### config.mk
export PLATFORM = sky130hd
export DESIGN_NAME = rot_aligner
export DESIGN_NICKNAME = d
export VERILOG_FILES = /design/src/rtl/rot_align_pkg.sv /design/src/rtl/rot_window.sv /design/src/rtl/rot_search.sv /design/src/rtl/rot_outreg.sv /design/src/rtl/rot_aligner.sv
export SDC_FILE = /design/constraint.sdc
export NUM_CORES = 1
export LEC_CHECK = 0
export BUFFER_PORTS_ARGS = -buffer_cell sky130_fd_sc_hd__buf_2
export CAP_MARGIN = 10
export CORE_AREA = 2 2 74 76
export DETAILED_ROUTE_END_ITERATION = 8
export DIE_AREA = 0 0 76 78
export PLACE_DENSITY = 0.66
export SYNTH_ARGS = -nofsm -noshare
export SYNTH_HDL_FRONTEND = slang
export SYNTH_SLANG_ARGS = --single-unit
### constraint.sdc
create_clock -name clk -period 7.3 [get_ports clk]
set_clock_uncertainty 0.15 [all_clocks]
set_input_delay 0.73 -clock clk [delete_from_list [all_inputs] [get_ports clk]]
set_output_delay 0.73 -clock clk [all_outputs]
set_load 0.01 [all_outputs]
### src/rtl/rot_align_pkg.sv
package rot_align_pkg;

    localparam int FRAME_W = 7;
    localparam int OFF_W   = $clog2(FRAME_W);

    typedef enum logic {
        ALIGN_STATIC = 1'b0,
        ALIGN_TRAIN  = 1'b1
    } align_mode_e;

    typedef enum logic {
        PH_HUNT = 1'b0,
        PH_HELD = 1'b1
    } search_phase_e;

    typedef struct packed {
        logic [FRAME_W-1:0] word;
        logic [OFF_W-1:0]   rot;
        logic               valid;
    } aligned_t;

    // Offsets beyond the last legal slice saturate to it.
    function automatic logic [OFF_W-1:0] clamp_off(input logic [OFF_W-1:0] o);
        if (o > OFF_W'(FRAME_W - 1))
            return OFF_W'(FRAME_W - 1);
        return o;
    endfunction

endpackage

### src/rtl/rot_window.sv
module rot_window
    import rot_align_pkg::*;
#(
    parameter int W  = FRAME_W,
    parameter int OW = OFF_W
) (
    input  logic          clk,
    input  logic          rst,
    input  logic [W-1:0]  in_word,
    input  logic          in_valid,
    input  logic [OW-1:0] sel,
    output logic [W-1:0]  slice
);

    localparam int WIN_W = 2 * W;

    logic [W-1:0]     prev_q;
    logic [WIN_W-1:0] win;
    logic [W-1:0]     taps [W];

    assign win = {prev_q, in_word};

    for (genvar k = 0; k < W; k++) begin : g_tap
        assign taps[k] = win[k +: W];
    end

    always_comb begin
        slice = '0;
        for (int k = 0; k < W; k++) begin
            if (sel == OW'(k))
                slice = taps[k];
        end
    end

    always_ff @(posedge clk) begin
        if (rst)
            prev_q <= '0;
        else if (in_valid)
            prev_q <= in_word;
    end

endmodule

### src/rtl/rot_search.sv
module rot_search
    import rot_align_pkg::*;
#(
    parameter int           W          = FRAME_W,
    parameter int           OW         = OFF_W,
    parameter int           LOCK_RUN   = 8,
    parameter int           LOSS_RUN   = 4,
    parameter logic [W-1:0] TRAIN_WORD = 7'b1001011
) (
    input  logic          clk,
    input  logic          rst,
    input  logic          active,
    input  logic          in_valid,
    input  logic          train_req,
    input  logic [W-1:0]  slice,
    output logic [OW-1:0] cand,
    output logic          locked,
    output logic          err
);

    localparam int RUN_W  = $clog2(LOCK_RUN + 1);
    localparam int MISS_W = $clog2(LOSS_RUN + 1);

    typedef struct packed {
        search_phase_e      phase;
        logic [OW-1:0]      cand;
        logic [RUN_W-1:0]   run;
        logic [MISS_W-1:0]  miss;
        logic               err;
    } srch_t;

    localparam srch_t SRCH_IDLE = '{PH_HUNT, '0, '0, '0, 1'b0};

    srch_t cur_q, nxt;
    logic  hit;

    assign hit = (slice == TRAIN_WORD);

    always_comb begin
        nxt = cur_q;
        if (!active) begin
            nxt = SRCH_IDLE;
        end else if (in_valid && train_req) begin
            if (cur_q.phase == PH_HUNT) begin
                if (hit) begin
                    if (cur_q.run == RUN_W'(LOCK_RUN - 1)) begin
                        nxt.phase = PH_HELD;
                        nxt.run   = '0;
                        nxt.miss  = '0;
                        nxt.err   = 1'b0;
                    end else begin
                        nxt.run = cur_q.run + 1'b1;
                    end
                end else begin
                    nxt.run = '0;
                    if (cur_q.cand == OW'(W - 1)) begin
                        nxt.cand = '0;
                        nxt.err  = 1'b1;
                    end else begin
                        nxt.cand = cur_q.cand + 1'b1;
                    end
                end
            end else begin
                if (hit) begin
                    nxt.miss = '0;
                end else if (cur_q.miss == MISS_W'(LOSS_RUN - 1)) begin
                    nxt = SRCH_IDLE;
                end else begin
                    nxt.miss = cur_q.miss + 1'b1;
                end
            end
        end
    end

    always_ff @(posedge clk) begin
        if (rst)
            cur_q <= SRCH_IDLE;
        else
            cur_q <= nxt;
    end

    assign cand   = cur_q.cand;
    assign locked = (cur_q.phase == PH_HELD);
    assign err    = cur_q.err;

    // lock is only ever gained from a valid training word
    a_r5_lock_from_training: assert property (@(posedge clk) disable iff (rst)
        $rose(locked) |-> $past(in_valid && train_req && active));

    // the sweep error never coexists with lock
    a_r7_err_only_unlocked: assert property (@(posedge clk) disable iff (rst)
        locked |-> !err);

    // losing lock in training mode restarts the sweep at offset 0
    a_r8_loss_restarts: assert property (@(posedge clk) disable iff (rst)
        ($fell(locked) && $past(active)) |-> (cand == '0));

    // no training request, no change to the search state
    a_r9_hold_without_request: assert property (@(posedge clk) disable iff (rst)
        (active && !train_req) |=> ($stable(locked) && $stable(cand) && $stable(err)));

endmodule

### src/rtl/rot_outreg.sv
module rot_outreg
    import rot_align_pkg::*;
(
    input  logic               clk,
    input  logic               rst,
    input  logic [FRAME_W-1:0] slice,
    input  logic [OFF_W-1:0]   sel,
    input  logic               in_valid,
    input  logic               pass,
    output aligned_t           q
);

    always_ff @(posedge clk) begin
        if (rst) begin
            q <= '0;
        end else begin
            q.valid <= in_valid && pass;
            if (in_valid) begin
                q.word <= slice;
                q.rot  <= sel;
            end
        end
    end

    // word and offset only move on a valid input
    a_r2_hold_when_idle: assert property (@(posedge clk) disable iff (rst)
        !in_valid |=> ($stable(q.word) && $stable(q.rot)));

endmodule

### src/rtl/rot_aligner.sv
module rot_aligner
    import rot_align_pkg::*;
#(
    parameter int                 LOCK_RUN   = 8,
    parameter int                 LOSS_RUN   = 4,
    parameter logic [FRAME_W-1:0] TRAIN_WORD = 7'b1001011
) (
    input  logic               clk,
    input  logic               rst,
    input  logic [FRAME_W-1:0] in_word,
    input  logic               in_valid,
    input  logic               mode_train,
    input  logic [OFF_W-1:0]   static_rot,
    input  logic               train_req,
    output logic [FRAME_W-1:0] out_word,
    output logic               out_valid,
    output logic [OFF_W-1:0]   rot_used,
    output logic               locked,
    output logic               search_err
);

    align_mode_e        mode;
    logic [OFF_W-1:0]   cand;
    logic [OFF_W-1:0]   sel;
    logic [FRAME_W-1:0] slice;
    logic               pass;
    aligned_t           res;

    assign mode = align_mode_e'(mode_train);
    assign sel  = (mode == ALIGN_TRAIN) ? cand : clamp_off(static_rot);
    assign pass = (mode == ALIGN_STATIC) || locked;

    rot_window #(.W(FRAME_W), .OW(OFF_W)) u_window (
        .clk      (clk),
        .rst      (rst),
        .in_word  (in_word),
        .in_valid (in_valid),
        .sel      (sel),
        .slice    (slice)
    );

    rot_search #(
        .W          (FRAME_W),
        .OW         (OFF_W),
        .LOCK_RUN   (LOCK_RUN),
        .LOSS_RUN   (LOSS_RUN),
        .TRAIN_WORD (TRAIN_WORD)
    ) u_search (
        .clk       (clk),
        .rst       (rst),
        .active    (mode == ALIGN_TRAIN),
        .in_valid  (in_valid),
        .train_req (train_req),
        .slice     (slice),
        .cand      (cand),
        .locked    (locked),
        .err       (search_err)
    );

    rot_outreg u_out (
        .clk      (clk),
        .rst      (rst),
        .slice    (slice),
        .sel      (sel),
        .in_valid (in_valid),
        .pass     (pass),
        .q        (res)
    );

    assign out_word  = res.word;
    assign out_valid = res.valid;
    assign rot_used  = res.rot;

    // the reported offset is always a legal slice position
    a_r2_rot_range: assert property (@(posedge clk) disable iff (rst)
        rot_used <= OFF_W'(FRAME_W - 1));

    // static mode never reports lock or a sweep error
    a_r3_static_quiet: assert property (@(posedge clk) disable iff (rst)
        !mode_train |=> (!locked && !search_err));

    // in static mode output valid tracks input valid one cycle later
    a_r3_static_valid: assert property (@(posedge clk) disable iff (rst)
        !mode_train |=> (out_valid == $past(in_valid)));

    // an unlocked training link emits nothing
    a_r6_train_gate: assert property (@(posedge clk) disable iff (rst)
        (mode_train && !locked) |=> !out_valid);

    // every output word stems from a valid input word
    a_r6_valid_source: assert property (@(posedge clk) disable iff (rst)
        out_valid |-> $past(in_valid));

endmodule

==> results of run 1 <==
[stage by stage]
step           cell area [sq um]  instances  utilization (%)  power (mW)
2_1_floorplan               2010        249                -       0.229
3_3_place_gp                2130        328             42.3       0.249
3_5_place_dp                2130        328             42.3       0.249
4_1_cts                     2230        336             44.3       0.398
5_1_grt                     2230        336             44.3       0.415
6_report                    2230        336             44.3       0.396
[flip-flops by register name, indices dropped and copies added, names as in the netlist]
| name | flops |
|---|---|
| u_search.cand | 3 |
| u_out.q | 11 |
| u_search.locked | 1 |
| u_window.prev_q | 6 |
| u_search.cur_q | 7 |
| u_search.err | 1 |
[synthesized netlist by cell type (all sizes together) (2+ instances only)]
library cell  count  area share [%]
o32ai             4             1.7
o211ai            3             1.1
o21ai            13             3.2
dfxtp            29              29
a221oi            5             2.5
ha                2             1.2
o22ai             2            0.62
nor4              2            0.62
a2111oi           2             2.1
a22oi             3             1.1
inv               7             1.3
nor3b             2            0.75
nand2            20             3.9
mux2              2             1.3
a211oi            6             2.2
o221a             2             1.1
a31oi             4             1.2
a21o              3             1.1
clkbuf           11             2.1
nand3             6             1.5
a2bb2oi           2            0.87
nor2             27             5.0
o31ai             3             1.1
nor2b             6             1.9
o2111a            2             1.1
a22o              2            0.87
a21oi            18             4.5
nor3              6             1.5
nand2b            7             2.2
buf               7             3.1
mux2i            16             8.0
or4               2            0.75
[final cells by class]
cell class                      count  area share [%]
Clock buffer                        7            4.31
Clock inverter                      1           0.224
Inverter                            7            1.18
Multi-Input combinational cell    195            58.3
Sequential cell                    29            26.0
Tap cell                           70            3.92
Timing Repair Buffer               27            6.05
[critical path, stage by stage]
cell,delay (ps)
sky130_fd_sc_hd__buf_2,330
sky130_fd_sc_hd__mux2i_1,790
sky130_fd_sc_hd__mux2_1,430
sky130_fd_sc_hd__a221oi_1,280
sky130_fd_sc_hd__o22a_1,220
sky130_fd_sc_hd__o2111a_1,250
sky130_fd_sc_hd__and3_1,510
sky130_fd_sc_hd__nor3_1,130
sky130_fd_sc_hd__a311o_1,280
[kinds of logic after synthesis]
family | after synthesis | synth area share, %
AO/OA/AOI/OAI | 87 | 32.4
adder cells (fa/ha/maj) | 2 | 1.24
buffers and inverters | 25 | 6.46
flip-flops | 29 | 28.8
multiplexers | 18 | 9.26
AND/OR/NAND/NOR | 88 | 21.8
[final timing paths]
kind                           from                 to  slack, ps  depth (start not counted)
setup / recovery         mode_train   u_search.cand[2]       3370                          9
hold / removal    u_search.cur_q[5]  u_search.cur_q[5]        330                          2
setup reg to reg   u_search.cand[1]   u_search.cand[2]       3840                          8
hold reg to reg   u_search.cur_q[5]  u_search.cur_q[5]        330                          2
[cells in the final DEF, fill, tap and decap left out, types with 2 or more instances in the layout]
cell type                    n
sky130_fd_sc_hd__nand3_1     6
sky130_fd_sc_hd__nor2b_1     6
sky130_fd_sc_hd__clkbuf_8    7
sky130_fd_sc_hd__nor3b_1     2
sky130_fd_sc_hd__o211ai_1    3
sky130_fd_sc_hd__a2bb2oi_1   2
sky130_fd_sc_hd__o221a_2     2
sky130_fd_sc_hd__a21o_1      3
sky130_fd_sc_hd__nand2_1    19
sky130_fd_sc_hd__inv_1       7
sky130_fd_sc_hd__nor4_1      2
sky130_fd_sc_hd__nand2b_1    7
sky130_fd_sc_hd__a31oi_1     4
sky130_fd_sc_hd__nor3_1      6
sky130_fd_sc_hd__buf_2      27
sky130_fd_sc_hd__a221oi_1    4
sky130_fd_sc_hd__dfxtp_1    29
sky130_fd_sc_hd__a22o_1      2
sky130_fd_sc_hd__o31ai_1     3
sky130_fd_sc_hd__mux2i_1    16
sky130_fd_sc_hd__a21oi_1    18
sky130_fd_sc_hd__o21ai_0    12
sky130_fd_sc_hd__o22ai_1     2
sky130_fd_sc_hd__a211oi_1    6
sky130_fd_sc_hd__a22oi_1     3
sky130_fd_sc_hd__or4_1       2
sky130_fd_sc_hd__o2111a_1    2
sky130_fd_sc_hd__ha_1        2
sky130_fd_sc_hd__o32ai_1     4
sky130_fd_sc_hd__nor2_1     27
[layer usage]
layer,wire length (um),vias up,part of all wire [%]
met3,375,14,7.2
met1,2460,892,47
met2,2250,72,43
li1,-,977,-
met5,0,-,0
met4,103,0,2.0
[power by group]
group / total [mW] / leakage, nW / switching [mW] / internal (mW)
Clock: 0.149 / 0.0542 / 0.0639 / 0.0851
Sequential: 0.171 / 0.237 / 0.00558 / 0.165
Combinational: 0.0764 / 0.614 / 0.0463 / 0.0301
==> impl.org, run 1 <==
** Global routing
- The total overflow left after global routing is 0.
- The first global-routing pass estimated 8670 um of wire.
- For met1 alone, demand over resource in global routing was 24.9%.
- Total global-route track usage :: 18.2%
- Number of antenna violations at the first check in global routing :: 0
- Peak-usage layer in the global routing report :: met2
- Met3 Usage GRT :: 4.88%
- Entering global routing, the biggest net connects 25 pins.
- For met2 alone, demand over resource in global routing was 27.2%.
- The number of global-route vias before repair is 1,752.

** Power
- Power per cell area :: 177 nW/um^2
- The worst-case IR drop observed on VDD is 0.109 mV.
- Leakage power figure :: 0.906 nW

** Critical path
- Along the worst path, the maximum fanout reaches 23.
- At the worst endpoint, the required time is 7320 ps.
- STA puts the critical path data arrival time at 3950 ps.
- The worst setup path is launched from a primary input.
- The worst setup path is captured at a flip-flop.
- The setup path with the least slack is of type in -> reg.

** Timing
- Shortest clock period the worst path allows after layout :: 3930 ps
- Measured against its own limit, the worst slew margin works out to 40.4%.
- Based on the critical path, the design can be clocked at up to 254 MHz.
- The max-slew violation count came to 0.
- Worst Setup Slack, final :: 3370 ps
- Total negative slack :: 0 ps
- Slew of the pin with the lowest slew margin :: 870 ps
- Final setup violating endpoints :: 0
- In the finished design, the share of the clock period the worst path needs comes to 53.8%.
- Across all hold checks on the routed design, the worst slack comes to 329 ps.
- RSZ-0062 raised after global routing :: no
- The total count of hold-check failures in the final report came to 0.

** Synth
- In this run the cell area of the synthesized design comes to 2010 sq um.
- Among all flip-flop cells after synthesis, the most frequent one is sky130_fd_sc_hd__dfxtp_1.
- Count of flip-flops with a built-in enable after synthesis :: 0
- The number of nets in the synthesized netlist is 266.
- Distinct cell type count of the synthesized netlist :: 62
- A synthesized cell averages 8.09 sq um.
- Counting every instance in the synthesized netlist gives 249.
- Number of synthesis warnings :: 0
- In the synthesized netlist the async set-or-reset flop fraction comes to 0%.
- Number of storage elements in the synthesis netlist :: 29
- Portion of the post-synthesis area used by sequential elements :: 28.8%

** Drt
- The routed layout has 1,955 vias.
- Routed wire length :: 5180 um
- The count of nets left with antenna violations once routing finished came out at 0.
- After the first detailed-routing iteration, the DRC count stood at 208.
- Remaining design rule violation count :: 0
- DR pass1 iterations :: 4
- Routed vias/inst :: 5.82
- Dividing the detail-routed wire length by the instance count gives 15.4 um.

** Place
- Weighted congestion reported at the end of routability-driven placement :: 0.960
- The count of buffers added on input and output ports is 27.
- Detailed placement ended at an HPWL of 3730 um.
- Post-place setup slack :: 3150 ps

** Clock network
- After clock tree synthesis, the clock-pin slew on the worst setup and hold paths is 60 ps.
- Buffers inserted during clock tree synthesis total 5.
- For this design, the sink count on the clock tree is 29.
- The clock passes through at most 2 buffers.
- The cell sitting at the root of the clock tree is a sky130_fd_sc_hd__clkbuf_8.
- Gates resized during post-CTS repair numbered 0.
- TritonCTS built the clock tree.
- At the later pin of the worst-skew pair, clock insertion delay measures 290 ps.
- Post-cts hold buffer count :: 0
- Post-CTS setup repair buffer count :: 0
- The H-tree was split into 2 levels.

** Floorplan
- Die boundary height :: 78 um
- Cell Rows :: 26
- From left edge to right edge, the die measures 76 um.
- Area of the die :: 5930 sq um
- Count of pins on the block boundary :: 28
- In this run the standard cell core region covers 5040 sq um.
- The initial utilization of the core area, before any placement, comes to 39.9%.

** Layout
- Final nets :: 282
- The filler cells instantiated in the layout total 523.
- Inserted Diodes :: 0
- Multi-input combinational cell area :: 1300 sq um
- Fraction of final layout cells sized beyond drive strength 1 :: 16.9%
- Area taken by flip-flops and latches :: 581 sq um
- Area grow syn2layout :: 10.9%

** Flow run
- Max cap viols :: 0

** Run status
- The flow ran to the end, and the final reports show no timing, DRC or antenna violations.

** Min path
- Worst hold-check path type :: reg -> reg
Power figures use the tool's default switching activity.
==> inputs of run 2 (changes only) <==
Settings changed: PLACE_DENSITY 0.66 to 0.69.
Clock period 7.3 ns to 3.3 ns, I/O delays scaled along.
==> run 2 against run 1 <==
Compared with the run above: combinational power up 140%; critical path type is now reg -> reg; hold slack worse by 180 ps; die area unchanged; largest cell class unchanged; clock power up 120%; utilization up 1.7 points; wire length up 5.9%.
==> impl.org, run 2 (synthesized netlist as in run 1, its figures left out) <==
** Run status
- The run finished with clean final reports.

** Layout
- Final standard cell count with taps included and fillers excluded :: 347
- Largest regs :: u_out.q (11), u_search.cur_q (7), u_window.prev_q (6)
- The register with the most flip-flops in the layout has 11 of them.
- Commonest non-fill, non-tap cells in the layout :: sky130_fd_sc_hd__dfxtp_1, sky130_fd_sc_hd__nor2_1, sky130_fd_sc_hd__buf_2
- Cells with a size suffix above 1 make up 20.6% of the layout.
- More flip-flops sit in one register than any other, and that register is u_out.q.
- Once layout is complete, the utilization of the core stands at 46.0%.
- The finished cells cover 2320 sq um.
- The repair_antennas step left the layout with diodes totalling 0.
- Relative to the synthesized area, the layout overhead comes to 15.1%.
- Leaving out fill and tap cells, the most frequent cell in the layout is sky130_fd_sc_hd__dfxtp_1.
- Final nets :: 293

** Critical path
- Capturing element type of the critical path :: flip-flop
- Capturing point of the worst reg2reg path :: u_search.cur_q[1]
- Data on the critical path arrives at its endpoint at 2990 ps.
- Worst R2R Start :: u_search.cand[0]
- Worst-path fanout max :: 17
- Measured in cells, the most critical reg-to-reg path has a length of 9.
- The critical path in this run is classified as reg -> reg.
- Startpoint kind of the worst setup timing path :: flip-flop
- Setup slack on the worst reg-to-reg path comes out at 370 ps.
- STA puts the critical path data required time at 3360 ps.

** Clock network
- The H-tree generated during clock tree synthesis spans 2 levels.
- The tree built by TritonCTS fans out to 29 sinks.
- Clock-pin slew was measured on the worst setup and hold paths at 70 ps.
- Maximum root-to-sink buffer count :: 2
- Post-cts hold buffer count :: 0
- CTS root buffer :: sky130_fd_sc_hd__clkbuf_8
- Clock Latency Late Sink :: 290 ps
- The number of clock buffers added by TritonCTS is 5.
- TritonCTS built the clock tree.

** Drt
- DR pass1 iterations :: 7
- After detailed routing, the number of vias per cell comes to 5.83.
- For this run, design rule violations remaining after detail routing come to 0.
- Once detail routing completed, the nets flagged for antenna violations numbered 0.
- DR iter-0 viols :: 273
- After detailed routing, the average wire length per cell comes to 15.8 um.
- Via Count :: 2,023
- Summed over all layers, the routed wires come to 5490 um.

** Timing
- Final Hold Viols :: 0
- Static timing analysis puts the maximum clock frequency at 342 MHz.
- Shortest clock period the worst path allows after layout :: 2930 ps
- Setup repair after global routing left no endpoint under its margin.
- Slew margin rel. :: 63.3%
- At the pin with the least slew margin, the transition time is 549 ps.
- The max-slew violation count is 0.
- Final setup violating endpoints :: 0
- The final critical path takes up 88.7% of the cycle.
- Total negative slack :: 0 ps

** Floorplan
- The floorplan step defined a die boundary enclosing 5930 sq um.
- For this configuration, the core starts out at a cell density of 39.9%.
- In this run the count of I/O pins placed on the die edge is 28.
- Measured along the x axis, the die boundary spans 76 um.
- Row generation in the floorplan step produced 26 rows.
- Core Box Area :: 5040 sq um
- The die is 78 um tall.

** Min path
- Worst hold-check path type :: in -> reg
- The startpoint identified for the worst hold timing path is in_word[0].
- WHS Path Cells :: 3
- The worst hold path terminates at u_window.prev_q[0].

** Place
- In this run the cell area measured after placement is 2210 sq um.
- Summed over all nets, the half-perimeter wirelength after detailed placement is 3860 um.
- In this run the tool buffered the top-level ports with 27 buffer cells.
- After detailed placement, the design holds a cell count of 339.
- The congestion estimate from routability-driven global placement came to 0.937.

** Global routing
- Global routing consumed, over all layers together, 19.4% of the routing resources.
- Entering global routing, the biggest net connects 24 pins.
- The initial antenna violation count was 0.
- The number of global-route vias before repair is 1,850.
- Global routing finished with a remaining overflow of 0.
- The first global-routing pass estimated 9250 um of wire.

** Power
- Peak supply drop :: 0.241 mV
- The analysis attributes to cell leakage a power of 0.959 nW.
- Total Power Consumption :: 891 uW
- For this design the ratio of total power to cell area is 384 nW/um^2.

** Flow run
- Max cap viols :: 0
## run 2: changes by cell type in the layout (fill, tap and decap cells not counted), sizes merged
cell	previous run	this run
buf	27	38
## run 2: area by class of cell
| cell class | count | area (sq um) |
|---|---|---|
| Fill cell | 493 | 2730 |
| Multi-Input combinational cell | 195 | 1300 |
| Sequential cell | 29 | 581 |
| Timing Repair Buffer | 38 | 218 |
| Clock buffer | 7 | 96.3 |
| Tap cell | 70 | 87.6 |
| Inverter | 7 | 26.3 |
| Clock inverter | 1 | 5.00 |
## run 2: critical path, cell delays in order, from the launching register on
cell and delay [ps]:
sky130_fd_sc_hd__dfxtp_1 390, sky130_fd_sc_hd__and2b_1 300, sky130_fd_sc_hd__a22oi_1 110, sky130_fd_sc_hd__buf_4 180, sky130_fd_sc_hd__o221a_2 260, sky130_fd_sc_hd__a211o_1 340, sky130_fd_sc_hd__o2111a_1 180, sky130_fd_sc_hd__and3_2 310
sky130_fd_sc_hd__or4_1 530, sky130_fd_sc_hd__a21oi_1 130
## run 2: power by group
part,internal [mW],switching [mW]
combinational,0.0755,0.108
sequential,0.365,0.0123
clock,0.188,0.142
## run 2: how the worst max path moves through the flow
stage | startpoint | to
2_1_floorplan | static_rot[1] | u_search.cur_q[1]
3_3_place_gp | mode_train | u_search.cand[2]
3_5_place_dp | mode_train | u_search.cand[2]
4_1_cts | u_search.cand[0] | u_search.cand[2]
5_1_grt | u_search.cand[0] | u_search.cur_q[4]
6_report | u_search.cand[0] | u_search.cur_q[1]
## run 2: what timing repair did
item                                    CTS  global route
setup buffers                             0             0
hold endpoints to repair                  0             0
resized for setup                         0             1
endpoints found under the setup margin    0             1
## run 2: metal layers
layer / vias to the layer above / GRT usage [%] / wire, um
li1: 989 / - / -
met1: 931 / 27.1 / 2570
met2: 97 / 29.7 / 2420
met3: 6 / 3.60 / 427
met4: 0 / 7.27 / 72
met5: - / 0 / 0
## run 2: stage by stage
| step | hold WS (ps) | setup WS (ps) |
|---|---|---|
| after floorplan | 293 | 621 |
| after global placement | 302 | 213 |
| after detailed placement | 311 | 118 |
| after CTS | 153 | 267 |
| after global routing | 189 | 137 |
| final | 153 | 372 |
